`config.mk`:
```
export PLATFORM = sky130hd
export DESIGN_NAME = cmg_regs
export DESIGN_NICKNAME = d
export VERILOG_FILES = /design/src/rtl/cmg_pkg.sv /design/src/rtl/cmg_win_reg.sv /design/src/rtl/cmg_vp_bank.sv /design/src/rtl/cmg_regs.sv
export SDC_FILE = /design/constraint.sdc
export NUM_CORES = 1
export LEC_CHECK = 0
export BUFFER_PORTS_ARGS = -buffer_cell sky130_fd_sc_hd__buf_2
export CORE_UTILIZATION = 50
export CTS_BUF_LIST = sky130_fd_sc_hd__clkbuf_4
export DETAILED_ROUTE_END_ITERATION = 8
export PLACE_DENSITY = 0.81
export RECOVER_POWER = 25
export SLEW_MARGIN = 20
export SYNTH_ARGS = -nofsm -noshare
export SYNTH_HDL_FRONTEND = slang
export SYNTH_SLANG_ARGS = --single-unit
```
`constraint.sdc`:
```
create_clock -name clk -period 5.85 [get_ports clk]
set_input_delay 0.585 -clock clk [delete_from_list [all_inputs] [get_ports clk]]
set_output_delay 0.585 -clock clk [all_outputs]
set_load 0.01 [all_outputs]
```
`src/rtl/cmg_pkg.sv`:
```
package cmg_pkg;
    // global block offsets
    localparam logic [12:0] G_CFG    = 13'h0000;
    localparam logic [12:0] G_BASE   = 13'h0008;
    localparam logic [12:0] G_REV    = 13'h0030;
    localparam logic [12:0] G_IRQW   = 13'h0080;
    localparam logic [12:0] G_PWRW   = 13'h0088;
    localparam logic [12:0] G_IRQST  = 13'h00D0;
    localparam logic [12:0] G_PWRST  = 13'h00F0;
    localparam logic [12:0] G_L2     = 13'h0130;
    // block selects on addr[15:13]
    localparam logic [2:0]  BLK_GLOB = 3'd0;
    localparam logic [2:0]  BLK_LOC  = 3'd1;
    localparam logic [2:0]  BLK_OTH  = 3'd2;
    // per-processor sub offsets
    localparam logic [12:0] P_CFG    = 13'h0010;
    localparam logic [12:0] P_SEL    = 13'h0018;
    localparam logic [12:0] P_RB     = 13'h0020;
    // field masks
    localparam logic [31:0] WIN_MASK  = 32'hFFFF_8001;
    localparam logic [31:0] ADDR_MASK = 32'hFFFF_8000;
    localparam logic [31:0] RB_MASK   = 32'hFFFF_F000;
    localparam logic [31:0] RB_RESET  = 32'hBFC0_0000;
    localparam logic [31:0] L2_BYPASS = 32'h0010_0000;
    localparam int          SELW      = 4;

    function automatic logic [63:0] sext32(input logic [31:0] v);
        return {{32{v[31]}}, v};
    endfunction
endpackage

```
`src/rtl/cmg_win_reg.sv`:
```
module cmg_win_reg
    import cmg_pkg::*;
#(
    parameter bit PRESENT = 1'b1
) (
    input  logic        clk,
    input  logic        rst_n,
    input  logic        wr,
    input  logic [31:0] wdata,
    output logic [31:0] stored,
    output logic [31:0] base,
    output logic        en
);
    typedef struct packed {
        logic [31:0] val;
    } win_st_t;

    win_st_t st_d, st_q;

    always_comb begin
        st_d = st_q;
        if (PRESENT && wr) begin
            st_d.val = wdata & WIN_MASK;
        end
    end

    always_ff @(posedge clk) begin
        if (!rst_n) st_q <= '0;
        else        st_q <= st_d;
    end

    assign stored = st_q.val;
    assign base   = st_q.val & ADDR_MASK;
    assign en     = st_q.val[0];

    generate
        if (PRESENT) begin : g_present
            AST_WIN_EN_FOLLOWS: assert property (@(posedge clk) disable iff (!rst_n)
                wr |=> (en == $past(wdata[0])));
            AST_WIN_BASE_FOLLOWS: assert property (@(posedge clk) disable iff (!rst_n)
                wr |=> (base == ($past(wdata) & ADDR_MASK)));
        end else begin : g_absent
            AST_WIN_ABSENT_HOLD: assert property (@(posedge clk) disable iff (!rst_n)
                wr |=> (!en && base == 32'h0));
        end
    endgenerate
endmodule

```
`src/rtl/cmg_vp_bank.sv`:
```
module cmg_vp_bank
    import cmg_pkg::*;
#(
    parameter int NVP = 1,
    parameter int IDW = 1
) (
    input  logic              clk,
    input  logic              rst_n,
    input  logic [IDW-1:0]    req_id,
    input  logic [31:0]       wdata,
    input  logic              wr_loc_sel,
    input  logic              wr_loc_rb,
    input  logic              wr_oth_sel,
    input  logic              wr_oth_rb,
    output logic              id_ok,
    output logic [SELW-1:0]   loc_sel,
    output logic [31:0]       loc_rb,
    output logic [SELW-1:0]   oth_sel,
    output logic [31:0]       oth_rb,
    output logic [NVP*64-1:0] exc_flat
);
    typedef struct packed {
        logic [NVP-1:0][SELW-1:0] sel;
        logic [NVP-1:0][31:0]     rb;
    } bank_st_t;

    bank_st_t st_d, st_q;
    int       li, oi;
    logic     sel_ok;

    always_comb begin
        st_d    = st_q;
        id_ok   = (32'(req_id) < 32'(NVP));
        li      = id_ok ? int'(req_id) : 0;
        oi      = int'(st_q.sel[li]);
        sel_ok  = (32'(wdata[SELW-1:0]) < 32'(NVP));
        loc_sel = id_ok ? st_q.sel[li] : '0;
        loc_rb  = id_ok ? st_q.rb[li]  : '0;
        oth_sel = id_ok ? st_q.sel[oi] : '0;
        oth_rb  = id_ok ? st_q.rb[oi]  : '0;
        if (id_ok) begin
            if (wr_loc_sel && sel_ok) st_d.sel[li] = wdata[SELW-1:0];
            if (wr_oth_sel && sel_ok) st_d.sel[oi] = wdata[SELW-1:0];
            if (wr_loc_rb)            st_d.rb[li]  = wdata & RB_MASK;
            if (wr_oth_rb)            st_d.rb[oi]  = wdata & RB_MASK;
        end
    end

    always_ff @(posedge clk) begin
        if (!rst_n) begin
            for (int i = 0; i < NVP; i++) begin
                st_q.sel[i] <= '0;
                st_q.rb[i]  <= RB_RESET & RB_MASK;
            end
        end else begin
            st_q <= st_d;
        end
    end

    genvar gi;
    generate
        for (gi = 0; gi < NVP; gi++) begin : g_vp
            assign exc_flat[gi*64 +: 64] = sext32(st_q.rb[gi]);

            AST_SEL_BOUNDED: assert property (@(posedge clk) disable iff (!rst_n)
                32'(st_q.sel[gi]) < 32'(NVP));
            AST_SEL_DROP: assert property (@(posedge clk) disable iff (!rst_n)
                (wr_loc_sel && 32'(req_id) == 32'(gi) && 32'(wdata[SELW-1:0]) >= 32'(NVP))
                |=> $stable(st_q.sel[gi]));
            AST_LOC_RB_WRITE: assert property (@(posedge clk) disable iff (!rst_n)
                (wr_loc_rb && 32'(req_id) == 32'(gi))
                |=> (exc_flat[gi*64 +: 32] == ($past(wdata) & RB_MASK)));
        end
    endgenerate
endmodule

```
`src/rtl/cmg_regs.sv`:
```
module cmg_regs
    import cmg_pkg::*;
#(
    parameter int          NVP         = 1,
    parameter logic [31:0] REV         = 32'h0000_0800,
    parameter bit          IRQ_PRESENT = 1'b1,
    parameter bit          PWR_PRESENT = 1'b1,
    parameter logic [31:0] BASE_RST    = 32'h1FBF_8000,
    localparam int         IDW         = (NVP > 1) ? $clog2(NVP) : 1
) (
    input  logic              clk,
    input  logic              rst_n,
    input  logic              rd_en,
    input  logic              wr_en,
    input  logic [15:0]       addr,
    input  logic [31:0]       wdata,
    input  logic [IDW-1:0]    req_id,
    output logic [31:0]       rdata,
    output logic              rvalid,
    output logic [31:0]       own_base,
    output logic [31:0]       irq_win_base,
    output logic              irq_win_en,
    output logic [31:0]       pwr_win_base,
    output logic              pwr_win_en,
    output logic [NVP*64-1:0] exc_base
);
    typedef struct packed {
        logic [31:0] rdata;
        logic        rvalid;
        logic [31:0] own;
    } top_st_t;

    top_st_t st_d, st_q;

    logic [2:0]      blk;
    logic [12:0]     off;
    logic            g_hit, l_hit, o_hit;
    logic            wr_irq, wr_pwr;
    logic            wr_lsel, wr_lrb, wr_osel, wr_orb;
    logic [31:0]     irq_st, pwr_st;
    logic            id_ok;
    logic [SELW-1:0] l_sel, o_sel;
    logic [31:0]     l_rb, o_rb;
    logic [31:0]     rd_val;

    always_comb begin
        blk     = addr[15:13];
        off     = addr[12:0];
        g_hit   = (blk == BLK_GLOB);
        l_hit   = (blk == BLK_LOC);
        o_hit   = (blk == BLK_OTH);
        wr_irq  = wr_en && g_hit && off == G_IRQW;
        wr_pwr  = wr_en && g_hit && off == G_PWRW;
        wr_lsel = wr_en && l_hit && off == P_SEL;
        wr_lrb  = wr_en && l_hit && off == P_RB;
        wr_osel = wr_en && o_hit && off == P_SEL;
        wr_orb  = wr_en && o_hit && off == P_RB;

        rd_val = '0;
        if (g_hit) begin
            case (off)
                G_CFG:   rd_val = '0;
                G_BASE:  rd_val = st_q.own;
                G_REV:   rd_val = REV;
                G_IRQW:  rd_val = irq_st;
                G_PWRW:  rd_val = pwr_st;
                G_IRQST: rd_val = 32'(IRQ_PRESENT);
                G_PWRST: rd_val = 32'(PWR_PRESENT);
                G_L2:    rd_val = L2_BYPASS;
                default: rd_val = '0;
            endcase
        end else if ((l_hit || o_hit) && id_ok) begin
            case (off)
                P_CFG:   rd_val = 32'(NVP - 1);
                P_SEL:   rd_val = 32'(l_hit ? l_sel : o_sel);
                P_RB:    rd_val = l_hit ? l_rb : o_rb;
                default: rd_val = '0;
            endcase
        end

        st_d        = st_q;
        st_d.rvalid = rd_en;
        if (rd_en) st_d.rdata = rd_val;
        if (wr_en && g_hit && off == G_BASE) st_d.own = wdata & ADDR_MASK;
    end

    always_ff @(posedge clk) begin
        if (!rst_n) begin
            st_q.rdata  <= '0;
            st_q.rvalid <= 1'b0;
            st_q.own    <= BASE_RST & ADDR_MASK;
        end else begin
            st_q <= st_d;
        end
    end

    assign rdata    = st_q.rdata;
    assign rvalid   = st_q.rvalid;
    assign own_base = st_q.own;

    cmg_win_reg #(.PRESENT(IRQ_PRESENT)) u_irq (
        .clk(clk), .rst_n(rst_n), .wr(wr_irq), .wdata(wdata),
        .stored(irq_st), .base(irq_win_base), .en(irq_win_en)
    );

    cmg_win_reg #(.PRESENT(PWR_PRESENT)) u_pwr (
        .clk(clk), .rst_n(rst_n), .wr(wr_pwr), .wdata(wdata),
        .stored(pwr_st), .base(pwr_win_base), .en(pwr_win_en)
    );

    cmg_vp_bank #(.NVP(NVP), .IDW(IDW)) u_bank (
        .clk(clk), .rst_n(rst_n), .req_id(req_id), .wdata(wdata),
        .wr_loc_sel(wr_lsel), .wr_loc_rb(wr_lrb),
        .wr_oth_sel(wr_osel), .wr_oth_rb(wr_orb),
        .id_ok(id_ok), .loc_sel(l_sel), .loc_rb(l_rb),
        .oth_sel(o_sel), .oth_rb(o_rb), .exc_flat(exc_base)
    );

    AST_RVALID_RISE: assert property (@(posedge clk) disable iff (!rst_n)
        rd_en |=> rvalid);
    AST_RVALID_IDLE: assert property (@(posedge clk) disable iff (!rst_n)
        !rd_en |=> !rvalid);
    AST_STATUS_IRQ: assert property (@(posedge clk) disable iff (!rst_n)
        (rd_en && addr == {BLK_GLOB, G_IRQST}) |=> (rdata == 32'(IRQ_PRESENT)));
    AST_OWN_BASE_WRITE: assert property (@(posedge clk) disable iff (!rst_n)
        (wr_en && addr == {BLK_GLOB, G_BASE}) |=> (own_base == ($past(wdata) & ADDR_MASK)));
endmodule

```
# Yosys cells after proc, flatten, opt, wreduce, memory -nomap -nowiden
# Cells that the tools add are included.
totals:
  latch_bits: 0
  ram_bits: 0
  memories: 0
  output_inout_bits: 195
  reg_bits: 122
  rom_bits: 0
op_classes:
  reduce_logical: 18
  mux: 31
  eq_ne: 11
  order_cmp: 6
  n_addsub: 0
  n_mul: 0
  n_bitwise: 0
  n_div: 0
  n_shift: 0
op_table:
  columns: ["cell", "n"]
  rows:
  - ["$mux 32", 13]
  - ["$pmux 32 s6", 1]
  - ["$bwmux 32", 2]
  - ["$pmux 32 s2", 1]
  - ["$eq 13x8->1 const B", 4]
  - ["$mux 4", 11]
  - ["$ge 32x1->1 const B", 1]
  - ["$lt 32x2->1 const B", 1]
  - ["$eq 13x6->1 const B", 2]
  - ["$logic_and 1x1->1", 15]
  - ["$eq 13x4->1 const B", 1]
  - ["$eq 13x5->1 const B", 1]
  - ["$eq 13x9->1 const B", 1]
  - ["$bwmux 4", 2]
  - ["$lt 4x1->1 const B", 2]
  - ["$ge 4x1->1 const B", 1]
  - ["$eq 3x1->1 const B", 1]
  - ["$eq 3x2->1 const B", 1]
  - ["$logic_not 3->1", 1]
  - ["$reduce_or 2->1", 1]
  - ["$logic_or 1x1->1", 1]
  - ["$lt 1x1->1 const B", 1]
  - ["$mux 1", 1]

# Logic depth before layout (Yosys ltp)
# Gate-level depths: netlist (run 1).
logic_depth:
  depth_word: 12
  depth_mapped: 8
  ltp_nobuf: 6

# Modules after synthesis
# From an unflattened synthesis (run 1), not the netlist that was laid out.
unflattened:
  cells_unflattened: 884
  area_unflattened_um2: 7679.9
modules_own_cells:
  columns: ["mod", "cells_per_inst", "instances", "area_per_inst_um2"]
  rows:
  - ["cmg_regs", 403, 1, 3349.5]
  - ["cmg_vp_bank", 271, 1, 2240.9]
  - ["cmg_win_reg", 105, 2, 1044.8]

# Worst setup path after synthesis (run 1)
# No wires, ideal clock.
synth_timing:
  path_type: "input to register"
  start: "in addr[9]"
  end: "reg u_irq.st_q, in the netlist u_irq.stored[21]"
  setup_ns: 0.116
  path_slack_ns: 3.344
  required_ns: 5.734
  path_buffers: 3
  stages: 8
  t_arrival_ns: 2.390
  cell_sequence: "or4_4 > or3_1 > buf_6 > or4_4 > buf_6 > buf_6 > nand2_1 > a21boi_1"
synth_between:
  elab_chain_len: 2
synth_lines:
  columns: ["item", "line", "source"]
  rows:
  - ["start: declaration", "cmg_regs.sv:15", "input logic [15:0] addr,"]
  - ["$eq 13x8->1", "cmg_regs.sv:52", "wr_irq = wr_en && g_hit && off == G_IRQW;"]
  - ["$logic_and 1x1->1", "cmg_regs.sv:52", null]
  - ["end signal: assignment", "cmg_win_reg.sv:29", "else st_q <= st_d;"]
  - ["end: declaration", "cmg_win_reg.sv:18", "win_st_t st_d, st_q;"]
# No other way between the ends.
# A chain may end at the register's enable or synchronous reset.

# Final worst setup path (run 1)
layout_timing:
  start: "in addr[3]"
  end: "reg st_q, in the netlist own_base[28]"
layout_between:
  elab_chain_len: 2
layout_lines:
  columns: ["item", "line", "source"]
  rows:
  - ["$eq 13x4->1", "cmg_regs.sv:84", "if (wr_en && g_hit && off == G_BASE) st_d.own = wdata & ADDR_MASK;"]
  - ["$logic_and 1x1->1", "cmg_regs.sv:84", null]
  - ["end signal: assignment", "cmg_regs.sv:93", "st_q <= st_d;"]
  - ["end: declaration", "cmg_regs.sv:33", "top_st_t st_d, st_q;"]
# No other way between the ends.

==> impl_metrics.json, run 1 <==
{
  "status": "completed",
  "cts.clk_slew.worst_paths_ps": 120,
  "post_cts.repair.setup_buffers": 0,
  "power.static_leakage_nw": 2.720,
  "r2r_slack_ps": 3600,
  "grt_max_degree": 104,
  "setup_viol_count_final": 0,
  "worst_hold_path.num_cells": 3,
  "area.growth.synth_to_final_pct": 15.56,
  "timing_worst_setup_path_type": "in -> reg",
  "grtUsageMet3_pct": 5.811,
  "ir_worst_vdd_v": 0.0002097,
  "layout.cells.most_common_list": "131 x nand2_1, 127 x buf_2, 122 x dfxtp_1",
  "total_power_mw": 1.587,
  "worstRegToRegCells": 5,
  "fp.dieH_um": 107.6,
  "ctsRootBufferMaster": "clkbuf_4",
  "remaining_drc_errors": 0,
  "dp_hpwl_um": 9412,
  "slowest_stage": "nand4_1",
  "detailroute.via_count": 4870,
  "drtAntennaViolNets": 0,
  "critical_path.max_fanout": 27,
  "period_needed_ps": 2920,
  "gr-max-usage-layer": "met2",
  "number_of_standard_cells_after_synthesis": 642,
  "sw_frac_of_total_pct": 24.49,
  "floorplan.io_pins": 248,
  "timing.final.hold_violations": 0,
  "syn-cell-area_mm2": 0.005573,
  "slew_headroom_pct": 36.46,
  "rows": 38,
  "synth_top_family_by_area": "simple AND/OR/NAND/NOR gates",
  "gr-total-overflow": 0,
  "postCtsHoldBufs": 0,
  "area_contributors_post_synth": "dfxtp_1 44%, buf_4 11%, nand2_1 8.8%",
  "crit_buf_inv": 1,
  "clock_tree_from_tritoncts": "built",
  "cts_max_path_buffers": 2,
  "number_of_instances_resized_during_post_cts_repair": 0,
  "seq_power_share_pct": 52.4,
  "clock_tree.htree_level_count": 4,
  "route.detailed.vias_per_inst": 5.175,
  "crit-reg2reg-launch": "u_bank.st_q[32]$_SDFFE_PN0N_",
  "die_w_um": 107.6,
  "clock_skew_ps": 17.08,
  "worst_slew_pin_slew_ps": 948.8,
  "worstPathArrival_ps": 3260,
  "grtUsageMet2_pct": 41.62,
  "post_synth_mux_area_share_pct": 6.848,
  "grt_setup_unrepaired": "no",
  "initial_utilization_pct": 51.41,
  "xor_xnor_fraction_of_synth_area_pct": 0,
  "cell_pwr_density_mw_per_mm2": 246.5,
  "layout_setup_ws_ps": 2930,
  "core-area_mm2": 0.01084,
  "cts_made_buffers": 17,
  "yosys.area.top_type": "dfxtp_1",
  "critPathLaunchType": "input port",
  "globalRouteMet1Util_pct": 30.55,
  "worst_path_largest_cell_delay_ps": 840,
  "power.clock.fraction_pct": 42.4,
  "cp-end-kind": "register",
  "number_of_antenna_violations_at_the_first_check_in_global_routing": 0,
  "final_min_period_over_clock_period_pct": 49.92,
  "first_pass_grt_wire_length_um": 21760,
  "drt_first_iter_violations": 238,
  "synthSimpleGateAreaFrac_pct": 21.76,
  "drt_pass1_iterations": 5,
  "pwr-share-comb_pct": 5.2,
  "num-nets-final": 842,
  "grt.total_usage_pct": 24.38,
  "p_int_mw": 1.198,
  "worst_hold_startpoint": "wdata[19]",
  "antenna_cells": 0,
  "adder_cell_share_of_the_synthesized_area_pct": 0,
  "syn_area_per_cell_um2": 8.680,
  "synthDominantCellAreaShare_pct": 43.83,
  "top_delay_family_on_crit_path": "simple AND/OR/NAND/NOR gates",
  "hold_path.class": "in -> reg",
  "grt_pass1_vias": 4214,
  "synth.distinct_cells": 42,
  "finalMaxSlewViolations": 0,
  "later_pin_clock_latency_in_the_skew_report_ps": 490,
  "setup-tns-final_ps": 0,
  "reg2reg_to": "u_bank.exc_flat[23]$_SDFFE_PN1N_",
  "clock_sinks": 122,
  "post-place-ws_ps": 2058,
  "place.gp.congestion": 0.8772,
  "power.switching_mw": 0.3888,
  "yosysWarnings": 0,
  "post_drt_wl_per_cell_um": 15.27,
  "ys_ff_latch": 122,
  "synth_compound_gate_area_share_pct": 13.31,
  "port_buffers": 194,
  "die_area_mm2": 0.01157,
  "worstPathCellList": "buf_2, nor4bb_4, nand4_1, nand2_1, nand3_1",
  "mostFrequentLayoutCell": "nand2_1",
  "ys_seq_area_share_pct": 43.83,
  "max_cap_viol_count": 0,
  "required_ps": 6190,
  "max_freq_mhz": 342.4,
  "postRouteWirelength_um": 14370,
  "post_route_cells_drive_above_1_share_pct": 21.72,
  "hold_critical_path_endpoint": "own_base[19]$_SDFFE_PN1P_"
}
## power by group through the flow
stage / clock (mW) / sequential, mW / combinational, mW
floorplan: 0 / 0.851 / 0.0687
global placement: 0 / 0.851 / 0.0812
detailed placement: 0 / 0.851 / 0.0811
CTS: 0.685 / 0.832 / 0.0813
global route: 0.727 / 0.832 / 0.0894
finish: 0.673 / 0.832 / 0.0827
## layer usage
layer  up-vias  wire [um]  share of wire, %
met2       209       7115                50
met4         0        116              0.81
met1      2294       6133                43
met5         -          0                 0
met3        13       1001               7.0
li1       2354          -                 -
## worst register-to-register path, stage by stage, from the launching register on
cell and delay, ps:
dfxtp_1 350, nor4_1 270, a21oi_1 100, or4_2 1020
mux2i_1 310, nand2_1 70
## sequential cells by signal, indices dropped and copies added, names as in the netlist
name             count
rdata               32
rvalid               1
u_irq.stored        18
own_base            17
u_pwr.stored        18
u_bank.exc_flat     32
u_bank.st_q          4
## synthesized netlist by cell type
| cell | instances |
|---|---|
| a221o_1 | 16 |
| a211o_1 | 1 |
| nor2b_1 | 14 |
| and3_1 | 12 |
| a31oi_1 | 1 |
| nor3_1 | 4 |
| or4_4 | 2 |
| mux2_2 | 1 |
| or4_1 | 1 |
| nand4_1 | 4 |
| clkbuf_1 | 25 |
| nand2_1 | 131 |
| o31ai_1 | 2 |
| nor4bb_1 | 1 |
| and2_1 | 1 |
| a21oi_1 | 19 |
| nand4b_1 | 2 |
| nor2_1 | 39 |
| a21boi_1 | 12 |
| or4b_2 | 1 |
| nor4_4 | 1 |
| nand2b_1 | 1 |
| nor3b_2 | 1 |
| buf_1 | 3 |
| buf_4 | 79 |
| nor4_1 | 5 |
| a21boi_0 | 41 |
| and4b_1 | 1 |
| mux2i_1 | 37 |
| nor4_2 | 1 |
| buf_6 | 4 |
| o21ai_0 | 4 |
| inv_1 | 6 |
| a22oi_1 | 4 |
| nor3_4 | 1 |
| nor4b_1 | 1 |
| conb_1 | 1 |
| dfxtp_1 | 122 |
| nand3_1 | 31 |
| or3_1 | 3 |
| buf_2 | 5 |
| o2bb2ai_1 | 1 |
## worst max path at each step
stage             from                       endpoint  slack [ps]  cells after the start
2_1_floorplan  addr[9]  u_irq.stored[21]$_SDFFE_PN0P_        3340                      8
3_3_place_gp   addr[3]      own_base[25]$_SDFFE_PN1P_        2110                      5
3_5_place_dp   addr[3]      own_base[23]$_SDFFE_PN1P_        2060                      5
4_1_cts        addr[3]      own_base[28]$_SDFFE_PN1P_        2570                      5
5_1_grt        addr[3]      own_base[30]$_SDFFE_PN0P_        2840                      7
6_report       addr[3]      own_base[28]$_SDFFE_PN1P_        2930                      5
## final cells by class
type | instances | area (um^2)
fill | 1028 | 4400
multi-input combinational | 442 | 2532
sequential | 122 | 2442
timing repair buffer | 200 | 943.4
clock inverter | 14 | 196.4
tap | 140 | 175.2
clock buffer | 17 | 127.6
inverter | 6 | 22.52
## kinds of logic (layout without fill, tap and decap cells)
kind of cell | after synthesis | in the layout
AOI/OAI and AO/OA | 101 | 101
muxes | 38 | 38
and+or+nand+nor | 258 | 258
DFF | 122 | 122
buffers and inverters | 122 | 237
other | 1 | 45
## metrics by stage
| step | instances | hold WS, ps | instance area [um^2] | util, % |
|---|---|---|---|---|
| floorplan | 686 | 420.9 | 5738 | - |
| detailed placement | 907 | 444.5 | 6166 | 56.88 |
| CTS | 938 | 305.6 | 6490 | 59.87 |
| global placement | 907 | 437.5 | 6166 | 56.88 |
| global route | 941 | 292.6 | 6440 | 59.41 |
| finish | 941 | 346.0 | 6440 | 59.41 |
No activity file was read; power rests on OpenSTA's default activity.
==> run 2, diff against run 1 <==
--- a/config.mk
+++ b/config.mk
@@ -6,10 +6,10 @@
 export NUM_CORES = 1
 export LEC_CHECK = 0
 export BUFFER_PORTS_ARGS = -buffer_cell sky130_fd_sc_hd__buf_2
-export CORE_UTILIZATION = 50
+export CORE_UTILIZATION = 44
 export CTS_BUF_LIST = sky130_fd_sc_hd__clkbuf_4
 export DETAILED_ROUTE_END_ITERATION = 8
-export PLACE_DENSITY = 0.81
+export PLACE_DENSITY = 0.75
 export RECOVER_POWER = 25
 export SLEW_MARGIN = 20
 export SYNTH_ARGS = -nofsm -noshare
==> constraint.sdc (replaced) <==
create_clock -name clk -period 2.5 [get_ports clk]
set_input_delay 0.25 -clock clk [delete_from_list [all_inputs] [get_ports clk]]
set_output_delay 0.25 -clock clk [all_outputs]
set_load 0.01 [all_outputs]
==> impl_metrics.json, run 2 (synthesis gave the netlist of run 1 again) <==
{
  "crit_buf_inv": 1,
  "floorplan.io_pins": 248,
  "cts_made_buffers": 17,
  "final_core_util_pct": 55.70,
  "clock_skew_ps": 19.11,
  "rows": 40,
  "worst_slew_pin_slew_ps": 948.9,
  "later_pin_clock_latency_in_the_skew_report_ps": 550,
  "remaining_drc_errors": 0,
  "total_power_mw": 3.483,
  "route.detailed.vias_per_inst": 4.975,
  "cp-end-kind": "register",
  "timing.final.hold_violations": 0,
  "mostFrequentLayoutCell": "nand2_1",
  "finalMaxSlewViolations": 0,
  "setup-tns-final_ps": 0,
  "top_delay_family_on_crit_path": "simple AND/OR/NAND/NOR gates",
  "ir_worst_vdd_v": 0.0003518,
  "cell_pwr_density_mw_per_mm2": 514.1,
  "post_cts.repair.setup_buffers": 0,
  "die_w_um": 114.5,
  "worst_path_largest_cell_delay_ps": 560,
  "cts.clk_slew.worst_paths_ps": 110,
  "area.growth.synth_to_final_pct": 21.55,
  "initial_utilization_pct": 45.82,
  "worstPathCellList": "nor4_1, a21oi_1, or4_2, buf_4, mux2i_1, nand2_1",
  "cts_max_path_buffers": 2,
  "post_drt_wl_per_cell_um": 15.52,
  "placedCellCount": 958,
  "gr-total-overflow": 0,
  "ctsRootBufferMaster": "clkbuf_4",
  "grt_pass1_vias": 4692,
  "die_area_mm2": 0.01312,
  "postRouteWirelength_um": 15720,
  "final_min_period_over_clock_period_pct": 78.83,
  "clock_tree_from_tritoncts": "built",
  "dp_hpwl_um": 10710,
  "clock_tree.htree_level_count": 4,
  "number_of_antenna_violations_at_the_first_check_in_global_routing": 1,
  "clock_sinks": 122,
  "grt_setup_unrepaired": "no",
  "port_buffers": 194,
  "period_needed_ps": 1971,
  "core-area_mm2": 0.01216,
  "slowest_stage": "or4_2",
  "layout.cells.most_common_list": "131 x nand2_1, 127 x buf_2, 122 x dfxtp_1",
  "setup_viol_count_final": 0,
  "grt_max_degree": 102,
  "critical_path.max_fanout": 15,
  "max_cap_viol_count": 0,
  "critPathLaunchType": "register",
  "num-nets-final": 884,
  "instances_no_fill": 1013,
  "power.static_leakage_nw": 2.891,
  "required_ps": 2900,
  "drt_pass1_iterations": 4,
  "detailroute.via_count": 5040,
  "drtAntennaViolNets": 0,
  "timing_worst_setup_path_type": "reg -> reg",
  "drt_first_iter_violations": 254,
  "hold_path.class": "in -> reg",
  "worstPathArrival_ps": 2370,
  "number_of_instances_resized_during_post_cts_repair": 0,
  "filler_cell_count": 1192,
  "worst_hold_slack_ps": 144.0,
  "post_route_cells_drive_above_1_share_pct": 22.51,
  "slew_headroom_pct": 36.45,
  "fp.dieH_um": 114.5,
  "max_freq_mhz": 507.4,
  "place.gp.congestion": 0.7854,
  "first_pass_grt_wire_length_um": 24120,
  "status": "completed",
  "grt.total_usage_pct": 24.13
}
run 2: cell type report:
class,count,area [um^2],share of cell area (%)
multi-input cells,442,2532,37.38
flip-flops and latches,122,2442,36.05
repair buffers,242,1303,19.23
well taps,168,210.2,3.103
clock inverters,15,133.9,1.976
clock buffers,17,127.6,1.884
inverters,6,22.52,0.3325
diodes,1,2.502,0.03694
run 2: power by group:
group | switching, mW | internal, mW | total (mW) | leakage (nW)
logic | 0.143 | 0.0885 | 0.232 | 1.77
clock network | 0.734 | 0.571 | 1.31 | 0.136
registers | 0.000865 | 1.94 | 1.95 | 0.984
run 2: tightest hold or removal path, cell delays in order:
cell	delay (ps)
buf_2	70
nor4_1	50
nand3_1	80
o31ai_1	110
nor2_1	90
run 2: metrics by stage:
stage | setup WS, ps | cell area, um^2
5_1_grt | 329.7 | 6774
2_1_floorplan | 328.9 | 5738
4_1_cts | 514.3 | 6855
3_5_place_dp | 208.6 | 6374
3_3_place_gp | 174.8 | 6374
6_report | 529.4 | 6774
run 2: per-layer routing:
layer | wire length [um] | global-route usage, %
met4 | 376 | 9.351
met1 | 6693 | 29.37
met5 | 0 | 0
met3 | 1121 | 7.200
met2 | 7533 | 40.00
run 2: path summary, 6_finish.rpt:
kind	from	to	slack (ps)	cells past startpoint
worst max-delay path	u_bank.st_q[32]$_SDFFE_PN0N_	u_bank.exc_flat[23]$_SDFFE_PN1N_	530	6
worst min-delay path	wdata[1]	u_bank.st_q[34]$_SDFFE_PN0N_	140	5
worst max register to register	u_bank.st_q[32]$_SDFFE_PN0N_	u_bank.exc_flat[23]$_SDFFE_PN1N_	530	6
worst min register to register	u_bank.st_q[33]$_SDFFE_PN0N_	u_bank.st_q[33]$_SDFFE_PN0N_	460	2
run 2: what timing repair did:
item / 4_1_cts / 5_1_grt
endpoints found under the setup margin: 0 / 0
hold buffers: 22 / 0
endpoints found under the hold margin: 73 / 0
==> run 3, diff against run 2 <==
--- a/config.mk
+++ b/config.mk
@@ -5,11 +5,12 @@
 export SDC_FILE = /design/constraint.sdc
 export NUM_CORES = 1
 export LEC_CHECK = 0
+export ABC_AREA = 1
 export BUFFER_PORTS_ARGS = -buffer_cell sky130_fd_sc_hd__buf_2
-export CORE_UTILIZATION = 44
+export CORE_UTILIZATION = 50
 export CTS_BUF_LIST = sky130_fd_sc_hd__clkbuf_4
 export DETAILED_ROUTE_END_ITERATION = 8
-export PLACE_DENSITY = 0.75
+export PLACE_DENSITY = 0.8
 export RECOVER_POWER = 25
 export SLEW_MARGIN = 20
 export SYNTH_ARGS = -nofsm -noshare
==> constraint.sdc (replaced) <==
create_clock -name clk -period 1.9 [get_ports clk]
set_input_delay 0.19 -clock clk [delete_from_list [all_inputs] [get_ports clk]]
set_output_delay 0.19 -clock clk [all_outputs]
set_load 0.01 [all_outputs]
==> impl_metrics.json, run 3 <==
{
  "status": "completed",
  "power.static_leakage_nw": 3.205,
  "dp_hpwl_um": 11240,
  "total_power_mw": 4.697,
  "route.detailed.vias_per_inst": 5.149,
  "mostFrequentLayoutCell": "nand2_1",
  "ys_seq_area_share_pct": 41.83,
  "grtUsageMet3_pct": 7.995,
  "core-area_mm2": 0.01142,
  "remaining_drc_errors": 0,
  "later_pin_clock_latency_in_the_skew_report_ps": 540,
  "num-nets-final": 1020,
  "floorplan.io_pins": 248,
  "cp-end-kind": "register",
  "number_of_standard_cells_after_synthesis": 792,
  "worstRegToRegCells": 6,
  "critical_path.max_fanout": 21,
  "port_buffers": 194,
  "cts_made_buffers": 17,
  "grtUsageMet2_pct": 47.54,
  "setup-tns-final_ps": 0,
  "synth.distinct_cells": 32,
  "area.growth.synth_to_final_pct": 18.98,
  "drt_first_iter_violations": 453,
  "timing.final.hold_violations": 0,
  "globalRouteMet1Util_pct": 30.26,
  "yosysWarnings": 0,
  "number_of_antenna_violations_at_the_first_check_in_global_routing": 0,
  "grt_setup_unrepaired": "no",
  "final_min_period_over_clock_period_pct": 84.61,
  "timing_worst_setup_path_type": "reg -> reg",
  "post-synth-top-count-cell": "nand2_1",
  "critPathLaunchType": "register",
  "detailroute.via_count": 5772,
  "multiInputGateArea_mm2": 0.002561,
  "first_pass_grt_wire_length_um": 24630,
  "die_area_mm2": 0.01212,
  "finalMaxSlewViolations": 0,
  "place.gp.congestion": 0.9887,
  "pwr-share-comb_pct": 7.5,
  "seq_power_share_pct": 55.0,
  "rows": 39,
  "synthDominantCellAreaShare_pct": 41.83,
  "synth_edf_count": 0,
  "gr-total-overflow": 0,
  "filler_cell_count": 1063,
  "postRouteWirelength_um": 16440,
  "antenna_cells": 0,
  "initial_utilization_pct": 51.14,
  "ys_ff_latch": 122,
  "power.clock.fraction_pct": 37.5,
  "die_w_um": 110.1,
  "ctsRootBufferMaster": "clkbuf_4",
  "fp.dieH_um": 110.1,
  "clock_sinks": 122,
  "hold_path.class": "in -> reg",
  "ir_worst_vdd_v": 0.0004880,
  "required_ps": 2340,
  "period_needed_ps": 1608,
  "worst_hold_slack_ps": 32.41,
  "drtAntennaViolNets": 0,
  "layout.cells.most_common_list": "195 x nand2_1, 193 x buf_2, 122 x dfxtp_1",
  "yosys.area.top_type": "dfxtp_1",
  "syn_area_per_cell_um2": 7.373,
  "worstPathArrival_ps": 2050,
  "clock_tree_from_tritoncts": "built",
  "p_int_mw": 3.485,
  "ys_async_sr_fraction_pct": 0,
  "sw_frac_of_total_pct": 25.80,
  "drt_pass1_iterations": 6,
  "synth_flop_cell": "dfxtp_1",
  "worst_hold_path.num_cells": 3,
  "max_freq_mhz": 622.0,
  "setup_viol_count_final": 0,
  "final_core_util_pct": 60.85,
  "cts.clk_slew.worst_paths_ps": 100,
  "max_cap_viol_count": 0,
  "syn-cell-area_mm2": 0.005839,
  "power.switching_mw": 1.212,
  "slew_headroom_pct": 16.65,
  "post_drt_wl_per_cell_um": 14.67,
  "placedCellCount": 1070,
  "cell_pwr_density_mw_per_mm2": 676.0,
  "grt_max_degree": 63,
  "clock_skew_ps": 17.29,
  "area_contributors_post_synth": "dfxtp_1 42%, nand2_1 12%, buf_4 10%",
  "cts_max_path_buffers": 2,
  "clock_tree.htree_level_count": 4,
  "post_route_cells_drive_above_1_share_pct": 28.43,
  "post_cts.repair.setup_buffers": 0,
  "grt_pass1_vias": 5009,
  "instances_no_fill": 1121,
  "grt.total_usage_pct": 26.94,
  "worst_slew_pin_slew_ps": 1250,
  "gr-max-usage-layer": "met2",
  "top_post_synthesis_cells_by_count": "193 x nand2_1, 122 x dfxtp_1, 104 x nand3_1, 81 x buf_4, 74 x a21oi_1",
  "regArea_mm2": 0.002442
}
==> run 3: cell types whose count changed after synthesis, sizes merged, moves of 12 or more <==
cell	change
nor2	+14
a21boi	-53
and3	-12
nand3	+83
a221o	-16
inv	+42
mux2i	-37
a21oi	+65
nor2b	-14
o21ai	+15
nand2	+66
==> run 3: layout make-up <==
| class | count | share of cell area, % |
|---|---|---|
| Clock buffer | 20 | 2.161 |
| Clock inverter | 10 | 1.495 |
| Inverter | 50 | 2.701 |
| Multi-Input combinational cell | 545 | 36.86 |
| Sequential cell | 122 | 35.15 |
| Tap cell | 143 | 2.575 |
| Timing Repair Buffer | 231 | 19.05 |
==> run 3: final timing paths <==
kind	start	end	slack, ps
hold / removal	req_id	u_bank.st_q[33]$_SDFFE_PN0N_	30
setup reg to reg	u_bank.st_q[32]$_SDFFE_PN0N_	u_bank.exc_flat[31]$_SDFFE_PN1N_	290
hold reg to reg	u_bank.exc_flat[11]$_SDFFE_PN0N_	u_bank.exc_flat[11]$_SDFFE_PN0N_	460
setup / recovery	u_bank.st_q[32]$_SDFFE_PN0N_	u_bank.exc_flat[31]$_SDFFE_PN1N_	290
==> run 3: kinds of logic after synthesis <==
kind of cell    Yosys count  share of synthesized area (%)
compound gates          115                          10.93
flops                   122                          41.83
buf+inv                 169                          16.76
simple gates            385                          30.43
other cells               1                        0.06422
==> run 3: power groups by stage <==
| stage | Combinational, mW | Clock (mW) | Sequential [mW] |
|---|---|---|---|
| global route | 0.390 | 1.90 | 2.59 |
| finish | 0.350 | 1.76 | 2.58 |
| CTS | 0.349 | 1.78 | 2.58 |
| floorplan | 0.235 | 0 | 2.65 |
| detailed placement | 0.313 | 0 | 2.64 |
| global placement | 0.311 | 0 | 2.64 |
==> run 3: per-layer routing <==
metal | up-vias | wire length, um
met1 | 2652 | 6496
met2 | 276 | 8130
met5 | - | 0
li1 | 2809 | -
met4 | 0 | 359
met3 | 35 | 1456
==> run 3: repair_timing <==
item | in CTS | in global routing
hold buffers | 21 | 0
setup endpoints to repair | 0 | 0
resized for setup | 0 | 0
hold endpoints to repair | 73 | 0
==> run 3: worst max-delay path, cell delays in order, from the launching register on <==
cell and delay (ps):
dfxtp_1 330, or2_2 300, o31ai_1 250, nand2_1 110
inv_2 330, nand2_1 110, nand3_1 80
==> run 3: per-stage QoR <==
step / cell area (um^2) / setup slack [ps]
after floorplan: 6005 / 536.2
after global placement: 6521 / 244.0
after detailed placement: 6521 / 151.4
after CTS: 6985 / 290.4
after global routing: 6948 / 106.4
final: 6948 / 292.4
